`config.mk`:
```
export PLATFORM = sky130hd
export DESIGN_NAME = stereo_ser_tx
export DESIGN_NICKNAME = d
export VERILOG_FILES = /design/src/rtl/stereo_ser_pkg.sv /design/src/rtl/stereo_ser_clkdiv.sv /design/src/rtl/stereo_ser_framer.sv /design/src/rtl/stereo_ser_shifter.sv /design/src/rtl/stereo_ser_tx.sv
export SDC_FILE = /design/constraint.sdc
export NUM_CORES = 1
export LEC_CHECK = 0
export ABC_AREA = 1
export BUFFER_PORTS_ARGS = -buffer_cell sky130_fd_sc_hd__buf_2
export CAP_MARGIN = 10
export CELL_PAD_IN_SITES_DETAIL_PLACEMENT = 1
export CELL_PAD_IN_SITES_GLOBAL_PLACEMENT = 1
export CORE_ASPECT_RATIO = 2
export CORE_UTILIZATION = 35
export CTS_CLUSTER_SIZE = 20
export DETAILED_ROUTE_END_ITERATION = 8
export GPL_TIMING_DRIVEN = 0
export HOLD_SLACK_MARGIN = 0.12
export PLACE_DENSITY_LB_ADDON = 0.1
export SYNTH_ARGS = -nofsm -noshare
export SYNTH_HDL_FRONTEND = slang
export SYNTH_HIERARCHICAL = 1
export SYNTH_SLANG_ARGS = --single-unit
```
`constraint.sdc`:
```
create_clock -name clk -period 1.8 [get_ports clk]
set_clock_uncertainty 0.2 [all_clocks]
set_input_delay 0.09 -clock clk [delete_from_list [all_inputs] [get_ports clk]]
set_output_delay 0.09 -clock clk [all_outputs]
set_load 0.005 [all_outputs]
```
`src/rtl/stereo_ser_pkg.sv`:
```
package stereo_ser_pkg;

   typedef enum logic {
      CH_LEFT  = 1'b0,
      CH_RIGHT = 1'b1
   } chan_e;

   // bits needed to count the bit periods of one stereo frame
   function automatic int frame_pos_bits(input int slot_w);
      return (2 * slot_w <= 2) ? 1 : $clog2(2 * slot_w);
   endfunction

endpackage

```
`src/rtl/stereo_ser_clkdiv.sv`:
```
module stereo_ser_clkdiv #(
   parameter int DIV = 4
) (
   input  logic clk,
   input  logic rst,
   output logic bclk,
   output logic fall_tick
);
   localparam int HALF = DIV / 2;
   localparam int HW   = (HALF > 1) ? $clog2(HALF) : 1;

   logic bclk_q;

   generate
      if (HALF == 1) begin : g_div2
         // toggles every system clock; every high phase ends at the next edge
         always_ff @(posedge clk) begin
            if (rst) bclk_q <= 1'b0;
            else     bclk_q <= ~bclk_q;
         end
         assign fall_tick = bclk_q;
      end else begin : g_divn
         localparam logic [HW-1:0] HLAST = HW'(HALF - 1);
         logic [HW-1:0] half_q;

         always_ff @(posedge clk) begin
            if (rst) begin
               half_q <= '0;
               bclk_q <= 1'b0;
            end else if (half_q == HLAST) begin
               half_q <= '0;
               bclk_q <= ~bclk_q;
            end else begin
               half_q <= half_q + 1'b1;
            end
         end
         assign fall_tick = bclk_q && (half_q == HLAST);

         assert_bclk_hold_R2 : assert property (@(posedge clk) disable iff (rst)
            (half_q != HLAST) |=> $stable(bclk_q));
      end
   endgenerate

   assign bclk = bclk_q;

   assert_bclk_falls_R2 : assert property (@(posedge clk) disable iff (rst)
      fall_tick |=> !bclk);

endmodule

```
`src/rtl/stereo_ser_framer.sv`:
```
module stereo_ser_framer
   import stereo_ser_pkg::*;
#(
   parameter int SLOT_W = 10,
   parameter int PW     = frame_pos_bits(SLOT_W)
) (
   input  logic          clk,
   input  logic          rst,
   input  logic          fall_tick,
   output logic [PW-1:0] pos,
   output logic          ws,
   output logic          open_left,
   output logic          open_right
);
   localparam logic [PW-1:0] LAST     = PW'(2 * SLOT_W - 1);
   localparam logic [PW-1:0] LEFT_END = PW'(SLOT_W - 1);

   logic [PW-1:0] pos_q, next_pos;
   logic          ws_q, ws_next;

   assign next_pos = (pos_q == LAST) ? '0 : pos_q + 1'b1;
   // select leads the data by one bit period: high from the last left bit
   // up to, but not including, the last right bit
   assign ws_next  = (next_pos >= LEFT_END) && (next_pos != LAST);

   always_ff @(posedge clk) begin
      if (rst) begin
         pos_q <= LAST;
         ws_q  <= CH_LEFT;
      end else if (fall_tick) begin
         pos_q <= next_pos;
         ws_q  <= ws_next;
      end
   end

   assign pos        = pos_q;
   assign ws         = ws_q;
   assign open_left  = fall_tick && (pos_q == LAST);
   assign open_right = fall_tick && (pos_q == LEFT_END);

   assert_ws_left_at_msb_R4 : assert property (@(posedge clk) disable iff (rst)
      open_left |=> (ws == CH_LEFT));
   assert_ws_right_at_msb_R4 : assert property (@(posedge clk) disable iff (rst)
      open_right |=> (ws == CH_RIGHT));

endmodule

```
`src/rtl/stereo_ser_shifter.sv`:
```
module stereo_ser_shifter #(
   parameter int SAMPLE_W = 8,
   parameter int SLOT_W   = 10
) (
   input  logic                clk,
   input  logic                rst,
   input  logic                fall_tick,
   input  logic                open_left,
   input  logic                open_right,
   input  logic                in_valid,
   input  logic [SAMPLE_W-1:0] in_left,
   input  logic [SAMPLE_W-1:0] in_right,
   output logic                in_ready,
   output logic                sd,
   output logic                underrun
);
   localparam int PAD = SLOT_W - SAMPLE_W;

   logic [SLOT_W-1:0]   sh_q, left_slot, right_slot;
   logic [SAMPLE_W-1:0] r_hold_q;
   logic                take, under_q;

   generate
      if (PAD == 0) begin : g_exact
         assign left_slot  = in_left;
         assign right_slot = r_hold_q;
      end else begin : g_pad
         assign left_slot  = {in_left,  {PAD{1'b0}}};
         assign right_slot = {r_hold_q, {PAD{1'b0}}};
      end
   endgenerate

   assign in_ready = open_left;
   assign take     = open_left && in_valid;

   always_ff @(posedge clk) begin
      if (rst) begin
         sh_q     <= '0;
         r_hold_q <= '0;
         under_q  <= 1'b0;
      end else begin
         under_q <= open_left && !in_valid;
         if (open_left) begin
            sh_q     <= take ? left_slot : '0;
            r_hold_q <= take ? in_right  : '0;
         end else if (open_right) begin
            sh_q <= right_slot;
         end else if (fall_tick) begin
            sh_q <= {sh_q[SLOT_W-2:0], 1'b0};
         end
      end
   end

   assign sd       = sh_q[SLOT_W-1];
   assign underrun = under_q;

   assert_ready_single_R7 : assert property (@(posedge clk) disable iff (rst)
      in_ready |=> !in_ready);
   assert_underrun_single_R8 : assert property (@(posedge clk) disable iff (rst)
      underrun |=> !underrun);
   assert_underrun_silent_R8 : assert property (@(posedge clk) disable iff (rst)
      underrun |-> !sd);

endmodule

```
`src/rtl/stereo_ser_tx.sv`:
```
module stereo_ser_tx
   import stereo_ser_pkg::*;
#(
   parameter int DIV      = 4,
   parameter int SAMPLE_W = 16,
   parameter int SLOT_W   = 16
) (
   input  logic                clk,
   input  logic                rst,
   input  logic                in_valid,
   output logic                in_ready,
   input  logic [SAMPLE_W-1:0] in_left,
   input  logic [SAMPLE_W-1:0] in_right,
   output logic                bclk,
   output logic                ws,
   output logic                sd,
   output logic                underrun
);
   localparam int PW = frame_pos_bits(SLOT_W);

   generate
      if (DIV < 2 || (DIV % 2) != 0) begin : g_bad_div
         $error("stereo_ser_tx: DIV must be even and at least 2");
      end
      if (SAMPLE_W < 1 || SLOT_W < SAMPLE_W || SLOT_W < 2) begin : g_bad_slot
         $error("stereo_ser_tx: need SLOT_W >= SAMPLE_W >= 1 and SLOT_W >= 2");
      end
   endgenerate

   logic          fall_tick, open_left, open_right;
   logic [PW-1:0] pos;

   stereo_ser_clkdiv #(.DIV(DIV)) u_clkdiv (
      .clk       (clk),
      .rst       (rst),
      .bclk      (bclk),
      .fall_tick (fall_tick)
   );

   stereo_ser_framer #(.SLOT_W(SLOT_W), .PW(PW)) u_framer (
      .clk        (clk),
      .rst        (rst),
      .fall_tick  (fall_tick),
      .pos        (pos),
      .ws         (ws),
      .open_left  (open_left),
      .open_right (open_right)
   );

   stereo_ser_shifter #(.SAMPLE_W(SAMPLE_W), .SLOT_W(SLOT_W)) u_shifter (
      .clk        (clk),
      .rst        (rst),
      .fall_tick  (fall_tick),
      .open_left  (open_left),
      .open_right (open_right),
      .in_valid   (in_valid),
      .in_left    (in_left),
      .in_right   (in_right),
      .in_ready   (in_ready),
      .sd         (sd),
      .underrun   (underrun)
   );

   assert_reset_idle_R1 : assert property (@(posedge clk)
      rst |=> (!bclk && !ws && !sd && !underrun));
   assert_ws_on_fall_R3 : assert property (@(posedge clk) disable iff (rst)
      !$stable(ws) |-> $fell(bclk));
   assert_sd_on_fall_R3 : assert property (@(posedge clk) disable iff (rst)
      !$stable(sd) |-> $fell(bclk));

   generate
      if (SLOT_W > SAMPLE_W) begin : g_pad_check
         logic [PW-1:0] slot_idx;
         assign slot_idx = (pos >= PW'(SLOT_W)) ? pos - PW'(SLOT_W) : pos;
         assert_pad_zero_R6 : assert property (@(posedge clk) disable iff (rst)
            (slot_idx >= PW'(SAMPLE_W)) |-> !sd);
      end
   endgenerate

endmodule

```
## Word level (Yosys, flattened, before mapping)

Cells that the tools add are included.

| storage, ports and cells | value |
|---|---|
| bits in registers | 41 |
| logic and storage cells | 29 |

| cells by class | value |
|---|---|
| add/subtract/negate cells | 2 |
| magnitude comparators | 1 |
| equality and inequality tests | 3 |
| mux-type cells | 6 |
| bitwise logic cells | 1 |
| reduce and logical (&&, ||, !) cells | 9 |

Operator list:

| cell | count |
|---|---|
| $mux 16 | 5 |
| $logic_and 1x1->1 | 6 |
| $add 5x1->5 const B | 1 |
| $eq 5x4->1 const B | 1 |
| $eq 5x5->1 const B | 1 |
| $ge 5x4->1 const B | 1 |
| $mux 5 | 1 |
| $ne 5x5->1 const B | 1 |
| $reduce_bool 3->1 | 1 |
| $reduce_or 2->1 | 1 |
| $add 1x1->1 const B | 1 |
| $logic_not 1->1 | 1 |
| $not 1->1 | 1 |

## Depth between registers and ports, before layout

Gate-level depths: netlist of run 1.

| logic depth | value |
|---|---|
| word-level depth | 5 |
| depth in mapped cells | 13 |
| mapped depth without buffers | 11 |

## Cells and area by module

Netlist of run 1, hierarchy kept.

By module, submodules not included:

| module | times used | cells an instance | area an instance (µm²) | sequential area each (µm²) |
|---|---|---|---|---|
| stereo_ser_shifter | 1 | 280 | 1796.7 | 660.6 |
| stereo_ser_framer | 1 | 51 | 364.1 | 120.1 |
| stereo_ser_clkdiv | 1 | 9 | 68.8 | 40.0 |

## Worst setup path before layout of run 1

Ideal clock, no wire load.

| path | value |
|---|---|
| kind | register -> register |
| from | register u_framer.pos_q[0], in the netlist u_framer/pos[0] |
| to | register u_shifter.r_hold_q[10] |
| library setup time | 0.070 ns |
| arrival time | 1.624 ns |
| required time | 1.530 ns |
| slack | -0.094 ns |
| stages on the path, launching flop included | 13 |
| buffers on the path | 2 |
| clock period less this slack | 1.894 ns |
| cell sequence | dfxtp_1 ha_1 nand2_1 nor2_1 ha_1 nand2_1 inv_1 buf_6 nand2_1 inv_2 buf_4 nand2_1 a21oi_1 |

| between the ends | value |
|---|---|
| cells in the longest elaborated chain, start to end | 4 |

RTL lines:

| element | RTL line | source |
|---|---|---|
| from (decl) | stereo_ser_framer.sv:18 | `logic [PW-1:0] pos_q, next_pos;` |
| from (signal assigned) | stereo_ser_framer.sv:31 | `pos_q <= next_pos;` |
| $eq 5x5->1 (*) | stereo_ser_framer.sv:38 | `assign open_left = fall_tick && (pos_q == LAST);` |
| $logic_and 1x1->1 (*) | stereo_ser_framer.sv:38 |  |
| via open_left | stereo_ser_tx.sv:30 | `logic fall_tick, open_left, open_right;` |
| $logic_and 1x1->1 | stereo_ser_shifter.sv:34 | `assign take = open_left && in_valid;` |
| $mux 16 | stereo_ser_shifter.sv:45 | `r_hold_q <= take ? in_right : '0;` |
| to (signal assigned) | stereo_ser_shifter.sv:45 |  |
| to (decl) | stereo_ser_shifter.sv:20 | `logic [SAMPLE_W-1:0] r_hold_q;` |

The timed path passes the listed nets; every way through them passes the cells marked *.
A chain may end at the register's enable or synchronous reset.

## Worst setup path after layout of run 1

| path | value |
|---|---|
| from | register u_framer.pos_q[1], in the netlist u_framer/pos[1] |
| to | register u_shifter.sh_q[14] |

| between the ends | value |
|---|---|
| cells in the longest elaborated chain, start to end | 5 |
| elaborated cells between the ends (all ways) | 9 |
| those cells by class | eq/ne (2); mux (3); reduce/logical (4) |

RTL lines:

| element | RTL line | source |
|---|---|---|
| $eq 5x5->1 (*) | stereo_ser_framer.sv:38 |  |
| $logic_and 1x1->1 (*) | stereo_ser_framer.sv:38 |  |
| via open_left | stereo_ser_tx.sv:30 |  |
| $logic_and 1x1->1 | stereo_ser_shifter.sv:34 |  |
| $mux 16 | stereo_ser_shifter.sv:44 | `sh_q <= take ? left_slot : '0;` |
| $mux 16 | stereo_ser_shifter.sv:43 | `if (open_left) begin` |
| to (signal assigned) | stereo_ser_shifter.sv:44 |  |
| to (signal assigned) | stereo_ser_shifter.sv:47 | `sh_q <= right_slot;` |
| to (signal assigned) | stereo_ser_shifter.sv:49 | `sh_q <= {sh_q[SLOT_W-2:0], 1'b0};` |
| to (decl) | stereo_ser_shifter.sv:19 | `logic [SLOT_W-1:0] sh_q, left_slot, right_slot;` |

Marked as above.

==> results_dict.tcl, run 1 <==
set metrics [dict create \
    min_period_ps 1890 \
    synth_warnings 6 \
    hp-start "u_clkdiv/g_divn.half_q" \
    die_area_mm2 0.00671 \
    grt_usage_pct 23.1 \
    worst_slack_ps -93.5 \
    required_ps 1810 \
    crit_path_start_kind "flop" \
    root_buffer "clkbuf_16" \
    clk_pin_slew_ps 60 \
    drcViolationCount 0 \
    hpwl_mm 4.97 \
    grt_overflow 0 \
    max-cap-violations 0 \
    yosysTopAreaCellShare_pct 36.8 \
    grt_start_max_net_pins 14 \
    clk_path_buf_depth 2 \
    syn-num-nets 378 \
    crit_arrival_ps 1910 \
    insertion_delay_ps 280 \
    ir_drop_mv 0.564 \
    num_vias 2409 \
    via_per_inst 4.62 \
    ys_async_sr_fraction_pct 0 \
    ff2ff_path_depth 13 \
    dr.first_iter.drc_count 50 \
    synth_seq_area_share_pct 36.8 \
    pwr_density_cell_mw_per_mm2 750 \
    die_h_um 115 \
    grt_pass1_wl_mm 11.6 \
    synth_top_cell_by_area "dfxtp_1" \
    fp.dieW_um 58.4 \
    maxSlewHeadroom_pct 66.3 \
    hold_violations 0 \
    first_pass_iters 4 \
    wl_per_cell_um 13.9 \
    nets 474 \
    worstSetupPathType "flop to flop" \
    synth_flop_cell "dfxtp_1" \
    setup_viol 32 \
    boundaryPins 40 \
    std_cell_rows 40 \
    dpl_worst_slack_ps -294 \
    status "complete, but fails checks" \
    tritoncts.num_buffers 5 \
    synthTopCellsByCount "105 x nand2_1, 57 x inv_1, 49 x nand3_1, 41 x dfxtp_1, 27 x a21oi_1" \
    io_buffers 38 \
    synth.most_common_cell "nand2_1" \
    tns_ps -1580 \
    slew_violations 0 \
    rsz0062_at_grt "true" \
    start_util_pct 36.8 \
    synth_area_leaders "dfxtp_1 37%, nand2_1 18%, nand3_1 11%" \
    r2r_end "u_shifter/sh_q[14]" \
    final_util_pct 56.1 \
    fill_cells 798 \
    synth_edf_count 0 \
    final-seq-area_um2 828 \
    htree_num_levels 2 \
    ys_seq_elements 41 \
    hold_end "u_clkdiv/g_divn.half_q" \
    mappedNetlistArea_mm2 0.00223 \
    antenna_cells 0 \
    regToRegSetupSlack_ps -90 \
    syn_to_final_growth_pct 52.4 \
    violations "setup timing" \
    worst_setup_path_end_kind "flop" \
    p_leak_nw 1.60 \
    tightest_slew_ps 506 \
    gp_congestion 0.805 \
    antenna_found_initial 0 \
    clkSinkCount 41 \
    critPathMaxFanout 6 \
    core_area_mm2 0.00606 \
    yosysUniqueCellTypes 25 \
    drive_gt1_share_pct 32.0 \
    drtAntennaViolNets 0 \
    multi_input_area_mm2 0.00118 \
    cts_tree "done" \
    grt_pass1_vias 2532 \
    synth_area_per_cell_um2 6.56 \
    fmax_ghz 0.528 \
    drt-total-wl_mm 7.24 \
    synth_cells 340 \
    fin_crit_sh_pct 105 \
    r2r_start "u_framer/pos[1]" \
    holdCritPathClass "flop to flop" \
    min_delay_path_depth 1 \
]
## metal layers
layer | global-route usage (%) | part of all wire [%] | vias up
met5 | 0 | 0 | -
met4 | 10.0 | 3.4 | 0
met3 | 2.47 | 1.4 | 16
met2 | 48.2 | 60 | 32
met1 | 21.0 | 35 | 1126
li1 | - | - | 1235
## worst max-delay path: stages, from the launching register on
cell     delay [ps]
dfxtp_4         350
ha_4            170
nand2_4          70
nor2_4           40
ha_2            170
nand2_2          70
inv_2            50
buf_8           140
nor2_8          110
nand2_4         100
buf_8           160
nand2_2          60
inv_2            30
a21oi_2         120
## logic make-up after synthesis
logic type | count (synthesis) | synth area share, %
AND/OR/NAND/NOR | 174 | 34.5
buffers and inverters | 81 | 16.1
flip-flops | 41 | 36.8
AO/OA/AOI/OAI | 41 | 10.9
adder cells (fa/ha/maj) | 3 | 1.68
## cells in the final DEF (no fill, tap or decap), types with 2 or more instances in the layout
cell           instances
inv_2                 10
nor2_2                 2
dfxtp_1               39
a21oi_1               24
buf_8                  2
nand3_1               43
inv_1                 48
nor2_1                 7
dlygate4sd3_1         34
nor2_4                 4
dfxtp_4                2
clkbuf_16              5
buf_4                 15
ha_2                   2
a21oi_2               13
nand2_2               10
nand2_4                4
o21ai_1                2
nand3_2                6
buf_2                 43
o21ai_0                2
buf_6                 12
nand2_1               94
## power by group
part / total (W) / internal, W / switching (W)
logic: 0.000528 / 0.000250 / 0.000279
clock network: 0.00105 / 0.000692 / 0.000355
registers: 0.000974 / 0.000953 / 0.0000202
total: 0.00255 / 0.00189 / 0.000654
## how the worst max path moves through the flow
stage	startpoint	to	slack (ps)	cells past startpoint
2_1_floorplan	u_framer/pos[1]	u_shifter/sh_q[10]	3	13
3_3_place_gp	u_framer/pos[0]	u_shifter/r_hold_q[6]	-270	12
3_5_place_dp	u_framer/pos[0]	u_shifter/r_hold_q[13]	-290	12
4_1_cts	u_framer/pos[0]	u_shifter/sh_q[12]	-110	13
5_1_grt	u_framer/pos[1]	u_shifter/sh_q[9]	-190	13
6_report	u_framer/pos[1]	u_shifter/sh_q[14]	-90	13
## repair_timing
action                                 in CTS  in global routing
setup endpoints to repair                  34                 35
pin swaps                                   6                  6
gates resized for setup                    37                 20
setup buffers                              12                  2
endpoints found under the hold margin      40                  0
hold buffers                               34                  0
gates cloned                                3                  0
## sequential cells by signal, indices dropped and copies added, names as in the netlist
| name | flops |
|---|---|
| u_clkdiv/g_divn.half_q | 1 |
| u_shifter/r_hold_q | 16 |
| u_shifter/underrun | 1 |
| u_clkdiv/bclk | 1 |
| u_framer/ws | 1 |
| u_shifter/sh_q | 16 |
| u_framer/pos | 5 |
## through the flow
stage,hold WS (ps),cell area [um2],cells,power (W)
2_1_floorplan,-43.3,2270,340,0.00125
3_3_place_gp,144,2560,462,0.00136
3_5_place_dp,149,2560,462,0.00137
4_1_cts,254,3310,519,0.00254
5_1_grt,278,3400,521,0.00267
6_report,247,3400,521,0.00255
## area by class of cell
class                           instances  area share (%)
Buffer                                 19            5.04
Tap cell                               84            3.09
Clock inverter                          2            1.10
Sequential cell                        41            24.4
Inverter                               62            7.22
Timing Repair Buffer                   89            20.4
Multi-Input combinational cell        218            34.7
Clock buffer                            6            4.09
Power figures use the tool's default switching activity.
==> run 2, diff against run 1 <==
--- a/config.mk
+++ b/config.mk
@@ -10,13 +10,12 @@
 export CAP_MARGIN = 10
 export CELL_PAD_IN_SITES_DETAIL_PLACEMENT = 1
 export CELL_PAD_IN_SITES_GLOBAL_PLACEMENT = 1
-export CORE_ASPECT_RATIO = 2
-export CORE_UTILIZATION = 35
+export CORE_UTILIZATION = 40
 export CTS_CLUSTER_SIZE = 20
 export DETAILED_ROUTE_END_ITERATION = 8
 export GPL_TIMING_DRIVEN = 0
 export HOLD_SLACK_MARGIN = 0.12
-export PLACE_DENSITY_LB_ADDON = 0.1
+export PLACE_DENSITY_LB_ADDON = 0.25
 export SYNTH_ARGS = -nofsm -noshare
 export SYNTH_HDL_FRONTEND = slang
 export SYNTH_HIERARCHICAL = 1
==> constraint.sdc (replaced) <==
create_clock -name clk -period 2.25 [get_ports clk]
set_clock_uncertainty 0.2 [all_clocks]
set_input_delay 0.1125 -clock clk [delete_from_list [all_inputs] [get_ports clk]]
set_output_delay 0.1125 -clock clk [all_outputs]
set_load 0.005 [all_outputs]
==> results_dict.tcl, run 2 (synthesis gave the netlist of run 1 again) <==
set metrics [dict create \
    status "complete, no violations" \
    rsz0062_at_grt "false" \
    drt-total-wl_mm 6.72 \
    boundaryPins 40 \
    ir_drop_mv 0.371 \
    tightest_slew_ps 431 \
    worst_setup_path_end_kind "flop" \
    p_leak_nw 1.46 \
    core_area_mm2 0.00524 \
    min_delay_path_depth 1 \
    first_pass_iters 4 \
    final_common_cell "nand2_1" \
    die_h_um 76.7 \
    pwr_density_cell_mw_per_mm2 544 \
    hold_end "u_clkdiv/g_divn.half_q" \
    dp_cells 448 \
    cp_num_buf_inv 4 \
    holdCritPathClass "flop to flop" \
    min_period_ps 2070 \
    slowest_stage "dfxtp_2" \
    critPathMaxFanout 10 \
    crit_family "simple AND/OR/NAND/NOR gates" \
    layout.cells.non_filler 492 \
    dr.first_iter.drc_count 138 \
    layout_common_cells "105 x nand2_1, 57 x inv_1, 49 x nand3_1, 46 x buf_2, 39 x dfxtp_1" \
    drcViolationCount 0 \
    gp_congestion 0.791 \
    io_buffers 38 \
    fill_cells 701 \
    max-cap-violations 0 \
    std_cell_rows 26 \
    grt_pass1_wl_mm 11.4 \
    path_cells "ha_1 > nand2_1 > nor2_2 > ha_2 > nand2_1 > inv_1 > buf_6 > nand2_1 > inv_2 > buf_4 > nand2_1 > a21oi_1" \
    grt_start_max_net_pins 13 \
    crit_path_start_kind "flop" \
    clk_pin_slew_ps 80 \
    fp.dieW_um 76.7 \
    cts_tree "done" \
    nets 459 \
    setup_viol 0 \
    clkSinkCount 41 \
    wl_met1_mm 3.00 \
    final_util_pct 56.6 \
    grt_pass1_vias 2485 \
    tritoncts.num_buffers 5 \
    grt_usage_pct 24.7 \
    hpwl_mm 4.38 \
    top_layer_used "met4" \
    antenna_cells 0 \
    regToRegSetupSlack_ps 180 \
    drtAntennaViolNets 0 \
    required_ps 2280 \
    maxSlewHeadroom_pct 71.3 \
    fin_crit_sh_pct 92.2 \
    wl_met3_um 146 \
    wl_met2_mm 3.48 \
    antenna_found_initial 0 \
    hp-start "u_clkdiv/g_divn.half_q" \
    syn_to_final_growth_pct 33.0 \
    fmax_ghz 0.482 \
    insertion_delay_ps 300 \
    crit_arrival_ps 2110 \
    htree_num_levels 2 \
    r2r_start "u_framer/pos[0]" \
    cpMostUsedCell "nand2_1" \
    start_util_pct 42.6 \
    ff2ff_path_depth 12 \
    drive_gt1_share_pct 21.8 \
    holdWs_ps 262 \
    root_buffer "clkbuf_8" \
    clk_path_buf_depth 2 \
    worstSetupPathType "flop to flop" \
    via_per_inst 4.81 \
    critPathMaxStageDelay_ps 370 \
    die_area_mm2 0.00588 \
    hold_violations 0 \
    num_vias 2366 \
    grt_overflow 0 \
    wl_per_cell_um 13.7 \
    r2r_end "u_shifter/r_hold_q[7]" \
    slew_violations 0 \
]
run 2: cell types whose count changed in the layout (fill, tap and decap cells not counted), moves of 4 or more:
cell,previous run,this run
inv_2,10,3
buf_4,15,9
clkbuf_16,5,0
nand2_1,94,105
nand3_1,43,49
buf_6,12,2
inv_1,48,57
clkbuf_8,1,5
nand2_2,10,2
nand3_2,6,1
run 2: cell type report:
cell class              instances  area [um2]  share of cell area (%)
well taps                      70        87.6                    2.95
clock buffers                   6        72.6                    2.45
inverters                      62         238                    8.02
clock inverters                 2        10.0                   0.338
plain buffers                  18         126                    4.26
repair buffers                 75         553                    18.6
multi-input cells             218        1050                    35.6
flip-flops and latches         41         823                    27.8
run 2: how the worst max path moves through the flow:
stage | depth (start not counted) | end | slack (ps) | start
after global placement | 12 | u_shifter/r_hold_q[6] | 90 | u_framer/pos[0]
after detailed placement | 12 | u_shifter/r_hold_q[7] | -20 | u_framer/pos[0]
after global routing | 11 | u_shifter/r_hold_q[2] | 10 | u_framer/pos[0]
after CTS | 12 | u_shifter/r_hold_q[7] | 30 | u_framer/pos[1]
after floorplan | 12 | u_shifter/r_hold_q[10] | 360 | u_framer/pos[0]
final | 12 | u_shifter/r_hold_q[7] | 180 | u_framer/pos[0]
run 2: worst reg2reg max path, delay by kind of cell, from the launching register on:
kind	cells	cell delay, ps
and+or+nand+nor	5	490
buffers and inverters	4	470
DFF	1	370
AOI/OAI and AO/OA	1	130
adders and majority gates	2	370
run 2: where the power goes:
part / switching (W) / internal (W) / total (W)
clock network: 0.000266 / 0.000215 / 0.000481
registers: 0.0000154 / 0.000763 / 0.000778
logic: 0.000194 / 0.000158 / 0.000353
total: 0.000475 / 0.00114 / 0.00161
run 2: metrics by stage:
stage / total power [W] / area [um2] / setup slack [ps] / TNS, ps
floorplan: 0.000995 / 2230 / 356 / 0
finish: 0.00161 / 2970 / 176 / 0
global placement: 0.00107 / 2510 / 89.3 / 0
CTS: 0.00161 / 2940 / 30.3 / 0
global route: 0.00170 / 2970 / 13.7 / 0
detailed placement: 0.00108 / 2510 / -21.3 / -26.3
run 2: metal layers:
layer  vias to the layer above  GRT usage, %
li1                       1200             -
met1                      1124          28.2
met2                        34          46.0
met3                         8          4.05
met4                         0          8.27
met5                         -             0
run 2: what timing repair did:
action,in CTS,in global routing
endpoints found under the setup margin,16,23
gates resized for setup,3,5
pin swaps,0,2
hold buffers,34,0
hold endpoints to repair,40,0
buffers inserted,0,3
